<file path="src/rtl/gc_pkg.sv">
`timescale 1ns/1ps
package gc_pkg;
    localparam int unsigned GC_STAGES = 10;
    // feedback masks: bit k-1 set means stage k is tapped
    localparam logic [GC_STAGES-1:0] GC_G1_TAPS = 10'h204;
    localparam logic [GC_STAGES-1:0] GC_G2_TAPS = 10'h3A6;

    typedef enum logic [1:0] {
        TRK_EARLY  = 2'b00,
        TRK_LATE   = 2'b01,
        TRK_EML    = 2'b10,
        TRK_PROMPT = 2'b11
    } trk_sel_e;
endpackage

</file>
<file path="src/rtl/gc_lfsr.sv">
`timescale 1ns/1ps
module gc_lfsr #(
    parameter int unsigned        STAGES  = 10,
    parameter logic [STAGES-1:0]  TAPS    = 10'h204,
    parameter logic [STAGES-1:0]  RST_VAL = '1
) (
    input  logic              clk,
    input  logic              rst_n,
    input  logic              load,
    input  logic              step,
    input  logic [STAGES-1:0] load_val,
    output logic              out_bit
);
    typedef struct packed {
        logic [STAGES-1:0] sr;
    } lfsr_st_t;

    lfsr_st_t st_d, st_q;
    logic     fb;

    always_comb begin
        fb   = ^(st_q.sr & TAPS);
        st_d = st_q;
        if (load) begin
            st_d.sr = load_val;
        end else if (step) begin
            st_d.sr = {st_q.sr[STAGES-2:0], fb};
        end
    end

    always_ff @(posedge clk or negedge rst_n) begin
        if (!rst_n) st_q <= '{sr: RST_VAL};
        else        st_q <= st_d;
    end

    assign out_bit = st_q.sr[STAGES-1];

    // a zero register never leaves zero unless reloaded
    assert_zero_lock_R10: assert property (@(posedge clk) disable iff (!rst_n)
        (st_q.sr == '0 && !load) |=> (st_q.sr == '0));

    // no load and no step: state holds
    assert_hold_R11: assert property (@(posedge clk) disable iff (!rst_n)
        (!load && !step) |=> $stable(st_q.sr));
endmodule

</file>
<file path="src/rtl/gc_chip_seq.sv">
`timescale 1ns/1ps
module gc_chip_seq #(
    parameter int unsigned LEN = 1023
) (
    input  logic clk,
    input  logic rst_n,
    input  logic half_en,
    input  logic restart,
    output logic first,
    output logic epoch,
    output logic lfsr_step
);
    localparam int unsigned   CW   = $clog2(LEN);
    localparam logic [CW-1:0] LAST = CW'(LEN - 1);

    typedef struct packed {
        logic          phase;
        logic          first;
        logic [CW-1:0] cnt;
    } seq_st_t;

    seq_st_t st_d, st_q;
    logic    chip_end;

    always_comb begin
        st_d     = st_q;
        chip_end = half_en && st_q.phase && !restart;
        if (restart) begin
            st_d.phase = 1'b0;
            st_d.first = 1'b1;
            st_d.cnt   = '0;
        end else if (half_en) begin
            st_d.phase = ~st_q.phase;
            if (st_q.phase) begin
                st_d.first = 1'b0;
                st_d.cnt   = (st_q.cnt == LAST) ? '0 : st_q.cnt + CW'(1);
            end
        end
    end

    always_ff @(posedge clk or negedge rst_n) begin
        if (!rst_n) st_q <= '{phase: 1'b0, first: 1'b1, cnt: '0};
        else        st_q <= st_d;
    end

    assign first     = st_q.first;
    assign epoch     = (st_q.cnt == LAST);
    assign lfsr_step = chip_end && !st_q.first;

    assert_wrap_R3: assert property (@(posedge clk) disable iff (!rst_n)
        (half_en && !restart && st_q.phase && st_q.cnt == LAST)
        |=> (st_q.cnt == '0 && !st_q.first));

    assert_restart_wins_R12: assert property (@(posedge clk) disable iff (!rst_n)
        restart |=> (st_q.first && st_q.cnt == '0 && !st_q.phase));
endmodule

</file>
<file path="src/rtl/gc_tap_line.sv">
`timescale 1ns/1ps
module gc_tap_line #(
    parameter int unsigned TAPS = 3
) (
    input  logic            clk,
    input  logic            rst_n,
    input  logic            half_en,
    input  logic            restart,
    input  logic            din,
    output logic [TAPS-1:0] taps
);
    typedef struct packed {
        logic [TAPS-1:0] bits;
    } line_st_t;

    line_st_t        st_d, st_q;
    logic [TAPS-1:0] shifted;

    for (genvar i = 0; i < TAPS; i++) begin : g_tap
        if (i == 0) begin : g_head
            assign shifted[i] = din;
        end else begin : g_body
            assign shifted[i] = st_q.bits[i-1];
        end
    end

    always_comb begin
        st_d = st_q;
        if (restart)      st_d.bits = '1;
        else if (half_en) st_d.bits = shifted;
    end

    always_ff @(posedge clk or negedge rst_n) begin
        if (!rst_n) st_q <= '{bits: '1};
        else        st_q <= st_d;
    end

    assign taps = st_q.bits;

    assert_preset_R5: assert property (@(posedge clk) disable iff (!rst_n)
        restart |=> (st_q.bits == '1));

    assert_shift_R6: assert property (@(posedge clk) disable iff (!rst_n)
        (half_en && !restart) |=> (st_q.bits[TAPS-1:1] == $past(st_q.bits[TAPS-2:0])));

    assert_freeze_R11: assert property (@(posedge clk) disable iff (!rst_n)
        (!half_en && !restart) |=> $stable(st_q.bits));
endmodule

</file>
<file path="src/rtl/gold_code_gen.sv">
`timescale 1ns/1ps
module gold_code_gen
    import gc_pkg::*;
#(
    parameter int unsigned           STAGES     = GC_STAGES,
    parameter logic [STAGES-1:0]     G1_TAPS    = GC_G1_TAPS,
    parameter logic [STAGES-1:0]     G2_TAPS    = GC_G2_TAPS,
    parameter logic [STAGES-1:0]     RESET_SEED = 10'h3F6
) (
    input  logic              clk,
    input  logic              rst_n,
    input  logic              half_chip_en,
    input  logic              restart,
    input  logic              seed_wr,
    input  logic [STAGES-1:0] seed_val,
    input  logic              code_off,
    input  logic [1:0]        track_sel,
    output logic              early,
    output logic              prompt,
    output logic              late,
    output logic              eml,
    output logic              track_out,
    output logic              epoch
);
    localparam int unsigned       CODE_LEN = (1 << STAGES) - 1;
    localparam int unsigned       N_TAPS   = 3;
    localparam logic [STAGES-1:0] G1_START = '1;

    typedef struct packed {
        logic [STAGES-1:0] pend;
    } top_st_t;

    top_st_t           st_d, st_q;
    logic [STAGES-1:0] seed_src;
    logic              g1_bit, g2_bit, chip_bit;
    logic              first, lfsr_step;
    logic [N_TAPS-1:0] taps;

    // seed written in the same cycle as a restart is the one loaded
    always_comb begin
        seed_src = seed_wr ? seed_val : st_q.pend;
        st_d     = st_q;
        st_d.pend = seed_src;
    end

    always_ff @(posedge clk or negedge rst_n) begin
        if (!rst_n) st_q <= '{pend: RESET_SEED};
        else        st_q <= st_d;
    end

    gc_chip_seq #(.LEN(CODE_LEN)) u_seq (
        .clk       (clk),
        .rst_n     (rst_n),
        .half_en   (half_chip_en),
        .restart   (restart),
        .first     (first),
        .epoch     (epoch),
        .lfsr_step (lfsr_step)
    );

    gc_lfsr #(.STAGES(STAGES), .TAPS(G1_TAPS), .RST_VAL(G1_START)) u_g1 (
        .clk      (clk),
        .rst_n    (rst_n),
        .load     (restart),
        .step     (lfsr_step),
        .load_val (G1_START),
        .out_bit  (g1_bit)
    );

    gc_lfsr #(.STAGES(STAGES), .TAPS(G2_TAPS), .RST_VAL(RESET_SEED)) u_g2 (
        .clk      (clk),
        .rst_n    (rst_n),
        .load     (restart),
        .step     (lfsr_step),
        .load_val (seed_src),
        .out_bit  (g2_bit)
    );

    assign chip_bit = first | (g1_bit ^ g2_bit);

    gc_tap_line #(.TAPS(N_TAPS)) u_line (
        .clk     (clk),
        .rst_n   (rst_n),
        .half_en (half_chip_en),
        .restart (restart),
        .din     (chip_bit),
        .taps    (taps)
    );

    always_comb begin
        if (code_off) begin
            early  = 1'b1;
            prompt = 1'b1;
            late   = 1'b1;
            eml    = 1'b0;
        end else begin
            early  = taps[0];
            prompt = taps[1];
            late   = taps[2];
            eml    = taps[0] ^ taps[2];
        end
        case (trk_sel_e'(track_sel))
            TRK_EARLY: track_out = early;
            TRK_LATE:  track_out = late;
            TRK_EML:   track_out = eml;
            default:   track_out = prompt;
        endcase
    end

    assert_code_off_R9: assert property (@(posedge clk) disable iff (!rst_n)
        code_off |-> (track_out == (track_sel != 2'b10)));

    assert_first_chip_R5: assert property (@(posedge clk) disable iff (!rst_n)
        (restart && !code_off) |=> (code_off || (early && prompt && late)));
endmodule

</file>
<file path="config.mk">
export PLATFORM = sky130hd
export DESIGN_NAME = gold_code_gen
export DESIGN_NICKNAME = d
export VERILOG_FILES = /design/src/rtl/gc_pkg.sv /design/src/rtl/gc_lfsr.sv /design/src/rtl/gc_chip_seq.sv /design/src/rtl/gc_tap_line.sv /design/src/rtl/gold_code_gen.sv
export SDC_FILE = /design/constraint.sdc
export NUM_CORES = 1
export LEC_CHECK = 0
export BUFFER_PORTS_ARGS = -buffer_cell sky130_fd_sc_hd__buf_2
export CORE_MARGIN = 2
export CORE_UTILIZATION = 55
export CTS_BUF_LIST = sky130_fd_sc_hd__clkbuf_16
export DETAILED_ROUTE_END_ITERATION = 16
export MAX_ROUTING_LAYER = met4
export PLACE_DENSITY_LB_ADDON = 0.25
export REMOVE_ABC_BUFFERS = 1
export SLEW_MARGIN = 20
export SYNTH_ARGS = -nofsm -noshare
export SYNTH_HDL_FRONTEND = slang
export SYNTH_SLANG_ARGS = --single-unit
</file>
<file path="constraint.sdc">
create_clock -name clk -period 2.95 [get_ports clk]
set_input_delay 0.1475 -clock clk [delete_from_list [all_inputs] [get_ports clk]]
set_output_delay 0.1475 -clock clk [all_outputs]
set_load 0.05 [all_outputs]
</file>
==> flow_summary_export.csv <==
group,metric,value,unit
global_route,grt_overflow,0,
yosys,synthDominantAreaCellType,"dfstp_2",
setup_path,worstSetupStartpointType,"register",
sta,finalSetupTns,0,ns
power,combinationalPowerShare,0.116,
placed_design,gp_congestion,0.8371,
yosys,synthesis.instances,191,
sta,fin_crit_sh,0.6771,
cells_and_area,nNetsFinal,233,
setup_path,reg2reg_slack,1.17,ns
setup_path,rr_worst_depth,6,
sta,final_hold_viol_count,0,
setup_path,timing.rr.start,"u_seq.st_q[0]",
cts,cts_root_buf,"clkbuf_16",
sta,final_critical_path_setup_slack,0.9527,ns
global_route,grt.total_usage,0.2146,
setup_path,max_fanout_on_critical_path,6,
placed_design,buffer_ports.inserted,23,
detailed_routing,first_pass_iters,4,
detailed_routing,routed-via-count,1505,
sta,worstMarginPinSlew,0.9635,ns
cells_and_area,multiInputGateArea,0.001011,mm2
cells_and_area,diodes,0,
setup_path,timing.critical_path.cells,"inv_1 -> ha_1 -> nand4_1 -> nor3_2 -> buf_2",
cells_and_area,fillCellCount,328,
cts,cts_bufs_inserted,5,
detailed_routing,ant_nets,0,
cells_and_area,area.growth.synth_to_final,12.42,%
yosys,synth_ff_type,"dfstp_2",
cts,clock_tree.htree_level_count,2,
sta,rsz0062_at_grt,"false",
cells_and_area,final_cell_count_no_fill,264,
placed_design,pre_cts_slack,1.241,ns
power,p_seq_frac,0.515,
power,netSwitchingPower,0.0003170,W
cts,insertion_delay,0.28,ns
floorplanning,coreArea,0.003943,mm2
global_route,grt_first_pass_wirelength,7010,um
global_route,first_global_vias,1518,
yosys,synthesis.area,0.002227,mm2
setup_path,criticalPathCategory,"reg2out",
setup_path,max_stage_delay,0.44,ns
run,maxCapViolCount,0,
yosys,postSynthAreaPerCell,11.66,um2
floorplanning,io_pins,24,
detailed_routing,routed_wl,4040,um
power,irDropWorstVdd,0.0004226,V
setup_path,crit_start,"u_seq.st_q[0]",
global_route,grt_antenna_before_repair,0,
cts,post_cts_buffers,0,
yosys,ys_seq_elements,45,
sta,highest_achievable_clock_rate,500.7,MHz
worst_hold_path,hold_path.class,"in2async",
detailed_routing,dr.first_iter.drc_count,117,
floorplanning,die_width,67.64,um
power,p_clk_frac,0.369,
floorplanning,design.die.area,0.004574,mm2
cts,cts_repair_resize_count,0,
cts,tritoncts_clock_tree,"done",
yosys,yosysWarningCount,0,
detailed_routing,drc,0,
sta,finClkSkew,0.006041,ns
sta,drv_slew,0,
yosys,synthTopCellsByArea,"dfstp_2 35%, dfrtp_1 17%, mux2_2 5.1%",
setup_path,critPathSlowestCell,"dfrtp_1",
power,switching_share,0.2301,
yosys,synth_top_area_frac,0.3539,
yosys,synth_enable_flop_cells,0,
cts,cts.hold.buffers_added,0,
cts,cts-root-to-sink-buffers,2,
setup_path,reg2reg_to,"u_seq.st_q[7]",
floorplanning,fp-row-count,23,
setup_path,setup.worst_path.end_class,"output pin",
yosys,yosysSeqAreaShare,0.5225,
power,p_leak,0.9509,nW
status,status,"completed",
detailed_routing,post_drt_via_cell_ratio,5.701,
detailed_routing,avgRoutedWirePerCell,15.30,um
power,internal-power,0.001061,W
setup_path,cp.required,2.80,ns
cts,cts_num_sinks,45,
yosys,ys_types,41,
cells_and_area,final-seq-area,0.001164,mm2
floorplanning,die_h,67.64,um
cells_and_area,final_cell_mix,"30 x dfstp_2, 23 x buf_2, 18 x nand2_1",
yosys,async_reset_ff_frac,1.000,
sta,timing.max_slew.rel_slack,0.3577,
placed_design,place_inst,256,
setup_path,worstPathArrival,1.85,ns
floorplanning,floorplan.initialDensity,0.5649,
cells_and_area,layout-drive-gt1-share,0.3972,
placed_design,hpwl,2724,um
cts,cts.clk_slew.worst_paths,0.06,ns
cells_and_area,mostFrequentLayoutCell,"dfstp_2",
global_route,pin_count_of_the_biggest_net_entering_global_routing,46,
sta,timing.final.setup_violations,0,
sta,post_route_minimum_period,1.997,ns
power,power.density,550.3,mW/mm2
-- final cells by class --
cell class	count	area share
clock inverter	3	0.004498
inverter	2	0.002999
timing repair buffer	24	0.04898
multi-input combinational	135	0.4038
sequential	45	0.4648
tap	50	0.02499
clock buffer	5	0.04998
-- power by group through the flow --
| stage | Combinational [W] | Clock [W] | Sequential [W] |
|---|---|---|---|
| after floorplan | 0.000109 | 0 | 0.000709 |
| after global placement | 0.000155 | 0 | 0.000714 |
| after detailed placement | 0.000162 | 0 | 0.000718 |
| after CTS | 0.000163 | 0.000529 | 0.000709 |
| after global routing | 0.000179 | 0.000551 | 0.000715 |
| final | 0.000160 | 0.000509 | 0.000709 |
-- critical path: cells and delay by family, from the launching register on --
kind                     cells  cell delay, ns
adder cells (fa/ha/maj)      1            0.16
buffers and inverters        2            0.40
flip-flops                   1            0.44
AND/OR/NAND/NOR              2            0.57
-- cells in the mapped netlist (2+ instances only) --
| cell | number |
|---|---|
| a211o_1 | 12 |
| or3_1 | 2 |
| clkbuf_1 | 4 |
| dfrtp_1 | 15 |
| o21ai_1 | 10 |
| nor4_2 | 2 |
| nand4_1 | 2 |
| nor3_1 | 2 |
| dfstp_2 | 30 |
| xnor2_1 | 11 |
| nor2_1 | 11 |
| buf_4 | 2 |
| xor2_1 | 2 |
| ha_1 | 2 |
| mux2i_1 | 11 |
| a21oi_1 | 5 |
| inv_1 | 2 |
| or2_2 | 4 |
| buf_2 | 3 |
| nor2b_1 | 12 |
| mux2_2 | 10 |
| nand2_1 | 18 |
-- metal layers --
layer | GRT usage | part of all wire
met1 | 0.2484 | 0.43
met2 | 0.3603 | 0.51
met3 | 0.04500 | 0.040
met4 | 0.09184 | 0.019
met5 | - | 0
-- through the flow --
stage	utilization	hold slack (ns)	instance area, um2	total power (W)
floorplan	-	-0.1481	2182	0.0008178
finish	0.6350	0.02433	2504	0.001378
detailed placement	0.6004	0.3506	2367	0.0008792
global route	0.6350	0.09102	2504	0.001444
global placement	0.6004	0.3318	2367	0.0008688
CTS	0.6350	0.04815	2504	0.001401
-- flip-flops by register name, indices dropped and copies added, names as in the netlist --
register and cells:
u_line.taps 3, st_q 10, u_seq.first 1, u_g2.st_q 10
u_g1.st_q 10, u_seq.st_q 11
-- cell families after synthesis --
kind of cell / after synthesis / share of synthesized area
buf+inv: 11 / 0.02359
compound gates: 35 / 0.1191
xor+xnor: 14 / 0.06124
simple gates: 63 / 0.1624
mux: 21 / 0.1000
fa+ha+maj: 2 / 0.01123
flops: 45 / 0.5225
-- worst max path at each step --
stage,to,slack [ns],cells past startpoint
after floorplan,u_seq.st_q[2],0.99,6
after global placement,u_seq.st_q[7],1.38,6
after detailed placement,u_seq.st_q[7],1.24,6
after CTS,epoch,0.96,5
after global routing,epoch,0.81,5
final,epoch,0.95,5
(Power assumes the default switching activity.)
